--- src/rtl/rtimer_pkg.sv ---
package rtimer_pkg;
  localparam int A_CTRL   = 0;
  localparam int A_SRC    = 1;
  localparam int A_FLAGS  = 2;
  localparam int A_RELOAD = 3;
  localparam int A_CMP    = 4;
  localparam int A_LOAD   = 5;

  localparam int C_RUN  = 0;
  localparam int C_OVIE = 1;
  localparam int C_CMIE = 2;
  localparam int C_LOAD = 3;
  localparam int C_TAP  = 4;

  localparam int F_OVF = 0;
  localparam int F_CMP = 1;

  localparam logic [1:0] SRC_DIV = 2'b01;
endpackage

--- src/rtl/rtimer_src.sv ---
module rtimer_src #(
  parameter int DIV = 3
) (
  input  logic clk,
  input  logic rst_n,
  input  logic run,
  input  logic clr,
  input  logic use_div,
  output logic src_en
);
  localparam int PW = (DIV > 1) ? $clog2(DIV) : 1;

  logic [PW-1:0] ph_q;
  logic          ph_last;

  assign ph_last = (ph_q == PW'(DIV - 1));
  assign src_en  = run & (use_div ? ph_last : 1'b1);

  always_ff @(posedge clk or negedge rst_n) begin
    if (!rst_n)   ph_q <= '0;
    else if (clr) ph_q <= '0;
    else if (run) ph_q <= ph_last ? '0 : ph_q + 1'b1;
  end
endmodule

--- src/rtl/rtimer_psc.sv ---
module rtimer_psc #(
  parameter int PSC_W = 7,
  parameter int TAP_W = 3
) (
  input  logic             clk,
  input  logic             rst_n,
  input  logic             adv,
  input  logic             clr,
  input  logic [TAP_W-1:0] tap,
  output logic             tick,
  output logic [PSC_W-1:0] psc_q
);
  // A tap of n fires when the low n bits of the prescaler are all ones.
  function automatic logic tap_hit(logic [PSC_W-1:0] v, logic [TAP_W-1:0] t);
    logic [PSC_W-1:0] m;
    m = ~({PSC_W{1'b1}} << t);
    return (v & m) == m;
  endfunction

  assign tick = adv & tap_hit(psc_q, tap);

  always_ff @(posedge clk or negedge rst_n) begin
    if (!rst_n)   psc_q <= '0;
    else if (clr) psc_q <= '0;
    else if (adv) psc_q <= psc_q + 1'b1;
  end
endmodule

--- src/rtl/rtimer_cnt.sv ---
module rtimer_cnt #(
  parameter int W = 8
) (
  input  logic         clk,
  input  logic         rst_n,
  input  logic         tick,
  input  logic         ld_wr,
  input  logic [W-1:0] ld_val,
  input  logic         ld_bit,
  input  logic [W-1:0] reload,
  input  logic [W-1:0] cmp_val,
  output logic [W-1:0] cnt_q,
  output logic         load_any,
  output logic         wrap_evt,
  output logic         cmp_evt
);
  function automatic logic [W-1:0] step(logic [W-1:0] c, logic [W-1:0] r);
    return (c == {W{1'b1}}) ? r : c + 1'b1;
  endfunction

  logic sw_ld;
  assign sw_ld    = ld_wr | ld_bit;
  assign wrap_evt = tick & ~sw_ld & (cnt_q == {W{1'b1}});
  assign cmp_evt  = tick & ~sw_ld & (step(cnt_q, reload) == cmp_val);
  assign load_any = sw_ld | wrap_evt;

  always_ff @(posedge clk or negedge rst_n) begin
    if (!rst_n)       cnt_q <= '0;
    else if (ld_wr)   cnt_q <= ld_val;
    else if (ld_bit)  cnt_q <= reload;
    else if (tick)    cnt_q <= step(cnt_q, reload);
  end
endmodule

--- src/rtl/reload_timer.sv ---
module reload_timer
  import rtimer_pkg::*;
#(
  parameter int CNT_W   = 8,
  parameter int PSC_W   = 7,
  parameter int SRC_DV  = 3,
  parameter int ADDR_W  = 3
) (
  input  logic              clk,
  input  logic              rst_n,
  input  logic [ADDR_W-1:0] addr,
  input  logic              wr_en,
  input  logic [CNT_W-1:0]  wr_data,
  output logic [CNT_W-1:0]  rd_data,
  output logic              ovf_irq,
  output logic              cmp_irq
);
  localparam int TAP_W = $clog2(PSC_W + 1);

  logic             run_q, ovie_q, cmie_q;
  logic [TAP_W-1:0] tap_q;
  logic [1:0]       src_q;
  logic [CNT_W-1:0] reload_q, cmpv_q, cnt_q;
  logic             ovf_q, cmpf_q;
  logic             sel_ctrl, flag_wr, ld_wr, ld_bit;
  logic             src_en, tick, load_any, wrap_evt, cmp_evt;
  logic [PSC_W-1:0] psc_q;

  assign sel_ctrl = wr_en && (addr == ADDR_W'(A_CTRL));
  assign flag_wr  = wr_en && (addr == ADDR_W'(A_FLAGS));
  assign ld_wr    = wr_en && (addr == ADDR_W'(A_LOAD));
  assign ld_bit   = sel_ctrl && wr_data[C_LOAD];

  rtimer_src #(.DIV(SRC_DV)) u_src (
    .clk(clk), .rst_n(rst_n), .run(run_q), .clr(load_any),
    .use_div(src_q == SRC_DIV), .src_en(src_en)
  );

  rtimer_psc #(.PSC_W(PSC_W), .TAP_W(TAP_W)) u_psc (
    .clk(clk), .rst_n(rst_n), .adv(src_en), .clr(load_any),
    .tap(tap_q), .tick(tick), .psc_q(psc_q)
  );

  rtimer_cnt #(.W(CNT_W)) u_cnt (
    .clk(clk), .rst_n(rst_n), .tick(tick), .ld_wr(ld_wr), .ld_val(wr_data),
    .ld_bit(ld_bit), .reload(reload_q), .cmp_val(cmpv_q), .cnt_q(cnt_q),
    .load_any(load_any), .wrap_evt(wrap_evt), .cmp_evt(cmp_evt)
  );

  always_ff @(posedge clk or negedge rst_n) begin
    if (!rst_n) begin
      run_q <= 1'b0; ovie_q <= 1'b0; cmie_q <= 1'b0; tap_q <= '0;
      src_q <= '0; reload_q <= '0; cmpv_q <= '0;
    end else if (wr_en) begin
      if (addr == ADDR_W'(A_CTRL)) begin
        run_q  <= wr_data[C_RUN];
        ovie_q <= wr_data[C_OVIE];
        cmie_q <= wr_data[C_CMIE];
        tap_q  <= wr_data[C_TAP +: TAP_W];
      end
      if (addr == ADDR_W'(A_SRC))    src_q    <= wr_data[1:0];
      if (addr == ADDR_W'(A_RELOAD)) reload_q <= wr_data;
      if (addr == ADDR_W'(A_CMP))    cmpv_q   <= wr_data;
    end
  end

  // Sticky flags: a set in the same cycle wins over a software clear.
  always_ff @(posedge clk or negedge rst_n) begin
    if (!rst_n) begin
      ovf_q  <= 1'b0;
      cmpf_q <= 1'b0;
    end else begin
      ovf_q  <= wrap_evt | (ovf_q  & ~(flag_wr & ~wr_data[F_OVF]));
      cmpf_q <= cmp_evt  | (cmpf_q & ~(flag_wr & ~wr_data[F_CMP]));
    end
  end

  assign ovf_irq = ovf_q & ovie_q;
  assign cmp_irq = cmpf_q & cmie_q;

  always_comb begin
    rd_data = '0;
    case (addr)
      ADDR_W'(A_CTRL): begin
        rd_data[C_RUN]            = run_q;
        rd_data[C_OVIE]           = ovie_q;
        rd_data[C_CMIE]           = cmie_q;
        rd_data[C_TAP +: TAP_W]   = tap_q;
      end
      ADDR_W'(A_SRC):    rd_data[1:0] = src_q;
      ADDR_W'(A_FLAGS): begin
        rd_data[F_OVF] = ovf_q;
        rd_data[F_CMP] = cmpf_q;
      end
      ADDR_W'(A_RELOAD): rd_data = reload_q;
      ADDR_W'(A_CMP):    rd_data = cmpv_q;
      ADDR_W'(A_LOAD):   rd_data = cnt_q;
      default:           rd_data = '0;
    endcase
  end
endmodule

--- config.mk ---
export PLATFORM = sky130hd
export DESIGN_NAME = reload_timer
export DESIGN_NICKNAME = d
export VERILOG_FILES = /design/src/rtl/rtimer_pkg.sv /design/src/rtl/rtimer_src.sv /design/src/rtl/rtimer_psc.sv /design/src/rtl/rtimer_cnt.sv /design/src/rtl/reload_timer.sv
export SDC_FILE = /design/constraint.sdc
export NUM_CORES = 1
export LEC_CHECK = 0
export BUFFER_PORTS_ARGS = -buffer_cell sky130_fd_sc_hd__buf_2
export CAP_MARGIN = 25
export CORE_ASPECT_RATIO = 0.5
export CORE_MARGIN = 2
export CORE_UTILIZATION = 40
export DETAILED_ROUTE_END_ITERATION = 10
export PLACE_DENSITY_LB_ADDON = 0.2
export SYNTH_ARGS = -nofsm -noshare
export SYNTH_HDL_FRONTEND = slang
export SYNTH_SLANG_ARGS = --single-unit
export TNS_END_PERCENT = 30
--- constraint.sdc ---
create_clock -name clk -period 2 [get_ports clk]
set_input_delay 0.4 -clock clk [delete_from_list [all_inputs] [get_ports clk]]
set_output_delay 0.4 -clock clk [all_outputs]
set_load 0.03 [all_outputs]
==> run metrics <==
max-slew violations 0; setup violators final 1; CTS root buf clkbuf_16; sw frac 37.1%; Syn Nets 318; layout cells sized above 1 33.1%; Rel. slew slack 61.4%; PD cells 1150 mW/mm^2; largest net degree at the start of global routing 44; pre-CTS WS -0.0767 ns; Synth area leaders dfrtp_1 38%, mux2_2 9.5%, nand2_1 5.7%; Num CTS Buffers 5; I/O pin count 24; Initial Util 41.8%; fin crit share 102%; post-synth top area share 38.0%; GRT overflow 0; PortBufs 23; failing checks setup timing; Syn-to-layout area delta 25.4%; pin slew with the least headroom to its limit 0.579 ns; Post-synth EDFFs 0; status finished, violations left; internal power 2.56 mW; final layout net count 371; Max Freq 0.491 GHz; global-route wire length before repair 13300 um; H-tree depth 2; crit start category register; CTS max path bufs 2; async set-reset flop share out of synthesis 100%; final non-filler cell total 448; Final GP Congestion 0.913; Die ar. 0.00781 sq mm; crit path max fanout 3; Seq. cell area 0.00108 sq mm; RSZ-0062 raised after global routing true; clk_skew 0.00533 ns; chip height 63.5 um; GR Util All Layers 22.3%; Antenna Cells 0; DRT iter0 DRCs 207; required time worst endpoint 1.60 ns; part of the power in combinational logic 42.1%; commonest register cell after synthesis dfrtp_1; synthesis-stage register bit count 43; Netlist cell types 59; Net Sw Power 1.51 mW; Mean Syn Cell Area 9.38 sq um; Max VDD drop 0.000386 V; register area share after synthesis 38.0%; via/cell ratio 5.77; cell count after synthesis 302; max cap viols 0; fillers 623; CTS tree yes; FP Rows 21; sequential power share 34.2%; Cells after DPL 438; Fin. Hold Viols 0; Synth area leader dfrtp_1; DRC violation count after routing 0; Final Power 4.07 mW; Multi-input gate area 0.00173 sq mm; TritonRoute pass-1 iters 5; vias 2586; clock group share of total power 23.6%; Horiz. Die Dim 123 um; WP data arrival 1.64 ns; Clock transition at path regs 0.06 ns; DR WL/cell 18.0 um; post-DP HPWL 6100 um; worst min-delay path category in2async; worst skew pair latency 0.29 ns; hold_ws 0.190 ns; number of global-route vias before repair 2493; core box area 0.00678 sq mm; clock sink count 43; Syn. warnings 0; antenna violations before repair 0; static leakage 1.55 nW; fin crit period 2.04 ns; final WL 8060 um; Fin Setup TNS -0.0376 ns; CTS hold repair buffers 0; antenna-violating nets left 0; synthesized area 0.00283 sq mm; setup ws final -0.0376 ns; worst setup path category reg2out; Setup crit end kind primary output; FF-to-FF path depth 7
layout make-up:
type | count | area share (%)
inverters | 4 | 0.423
repair buffers | 63 | 12.3
multi-input cells | 238 | 48.8
clock inverters | 2 | 0.987
flip-flops and latches | 43 | 30.3
well taps | 92 | 3.24
clock buffers | 6 | 3.91
final timing paths:
check | from | to | slack (ns)
setup reg to reg | u_cnt.cnt_q[1] | cmpf_q | 0.08
max in group asynchronous | rst_n | u_cnt.cnt_q[6] | 1.38
hold / removal | rst_n | ovie_q | 0.19
setup / recovery | u_cnt.cnt_q[1] | rd_data[1] | -0.04
hold reg to reg | cmie_q | cmie_q | 0.50
min in group clk | wr_data[5] | tap_q[1] | 0.36
cells in the final DEF, fill, tap and decap left out, types with 5 or more instances in the layout:
master / instances
nand3_1: 8
a21oi_1: 9
buf_2: 20
xor2_1: 10
nor2_1: 27
mux2i_1: 11
xnor2_1: 7
and2_1: 6
nand2_1: 43
buf_4: 39
o21ai_0: 13
nand4_1: 6
clkbuf_16: 5
mux2_2: 24
dfrtp_1: 42
sequential cells by signal, indices dropped and copies added (netlist names), 2 cells and up:
register,flops
u_cnt.cnt_q,8
u_psc.psc_q,7
tap_q,3
src_q,2
cmpv_q,8
reload_q,8
u_src.ph_q,2
routing by layer:
metal / wire, um / global-route usage, % / vias up
met3: 488 / 3.26 / 15
met2: 3450 / 31.8 / 88
met1: 3940 / 34.2 / 1282
met5: 0 / 0 / -
li1: - / - / 1201
met4: 181 / 7.24 / 0
cell usage after synthesis, types with 2 or more instances:
library cell  instances
ha_1                  2
xor2_1               11
xnor2_1               8
dfrtp_1              43
o31a_1                2
a22oi_1               3
clkbuf_1              8
nand2_1              43
a211o_1               2
nand3_1               9
buf_2                 4
nor2_1               28
a211oi_1              2
a221oi_1              2
o221ai_1              2
nand4_1               6
o21ai_0              17
and2_1                6
nand2b_1              3
a41oi_1               2
a31oi_1               3
a311oi_1              2
o21a_1                2
a21oi_1               9
a21boi_0              3
o31ai_1               2
nor2b_1               3
inv_1                 4
nor3_1                4
buf_6                 2
mux2_2               24
nor3b_1               2
mux2i_1              11
and3_1                3
power by group through the flow:
stage                     combinational [mW]  clock, mW  sequential [mW]
after floorplan                         1.09          0             1.32
after global placement                  1.52          0             1.38
after detailed placement                1.55          0             1.39
after CTS                               1.60      0.978             1.38
after global routing                    1.88       1.01             1.44
final                                   1.71      0.962             1.39
what timing repair did:
action                     in CTS  in global routing
resized for setup               6                 16
setup buffers                   1                  1
pin swaps                       1                  3
setup endpoints to repair       7                 13
worst max-delay path, cell delays in order (launching register included):
cell and delay (ns):
dfrtp_1 0.39, buf_6 0.13, mux4_2 0.47, a22o_1 0.23, buf_6 0.14
kinds of logic after synthesis:
kind of cell / Yosys count / synth area share [%]
AND/OR/NAND/NOR: 116 / 20.3
AO/OA/AOI/OAI: 65 / 17.0
flip-flops: 43 / 38.0
multiplexers: 36 / 14.2
buffers and inverters: 21 / 3.67
XOR/XNOR: 19 / 5.87
adder cells (fa/ha/maj): 2 / 0.883
per-stage QoR:
stage	utilization [%]	instance area, sq um
after detailed placement	48.2	3270
after global placement	48.2	3270
after global routing	52.4	3550
after floorplan	-	2840
after CTS	51.1	3470
final	52.4	3550
No activity file was read; power rests on OpenSTA's default activity.
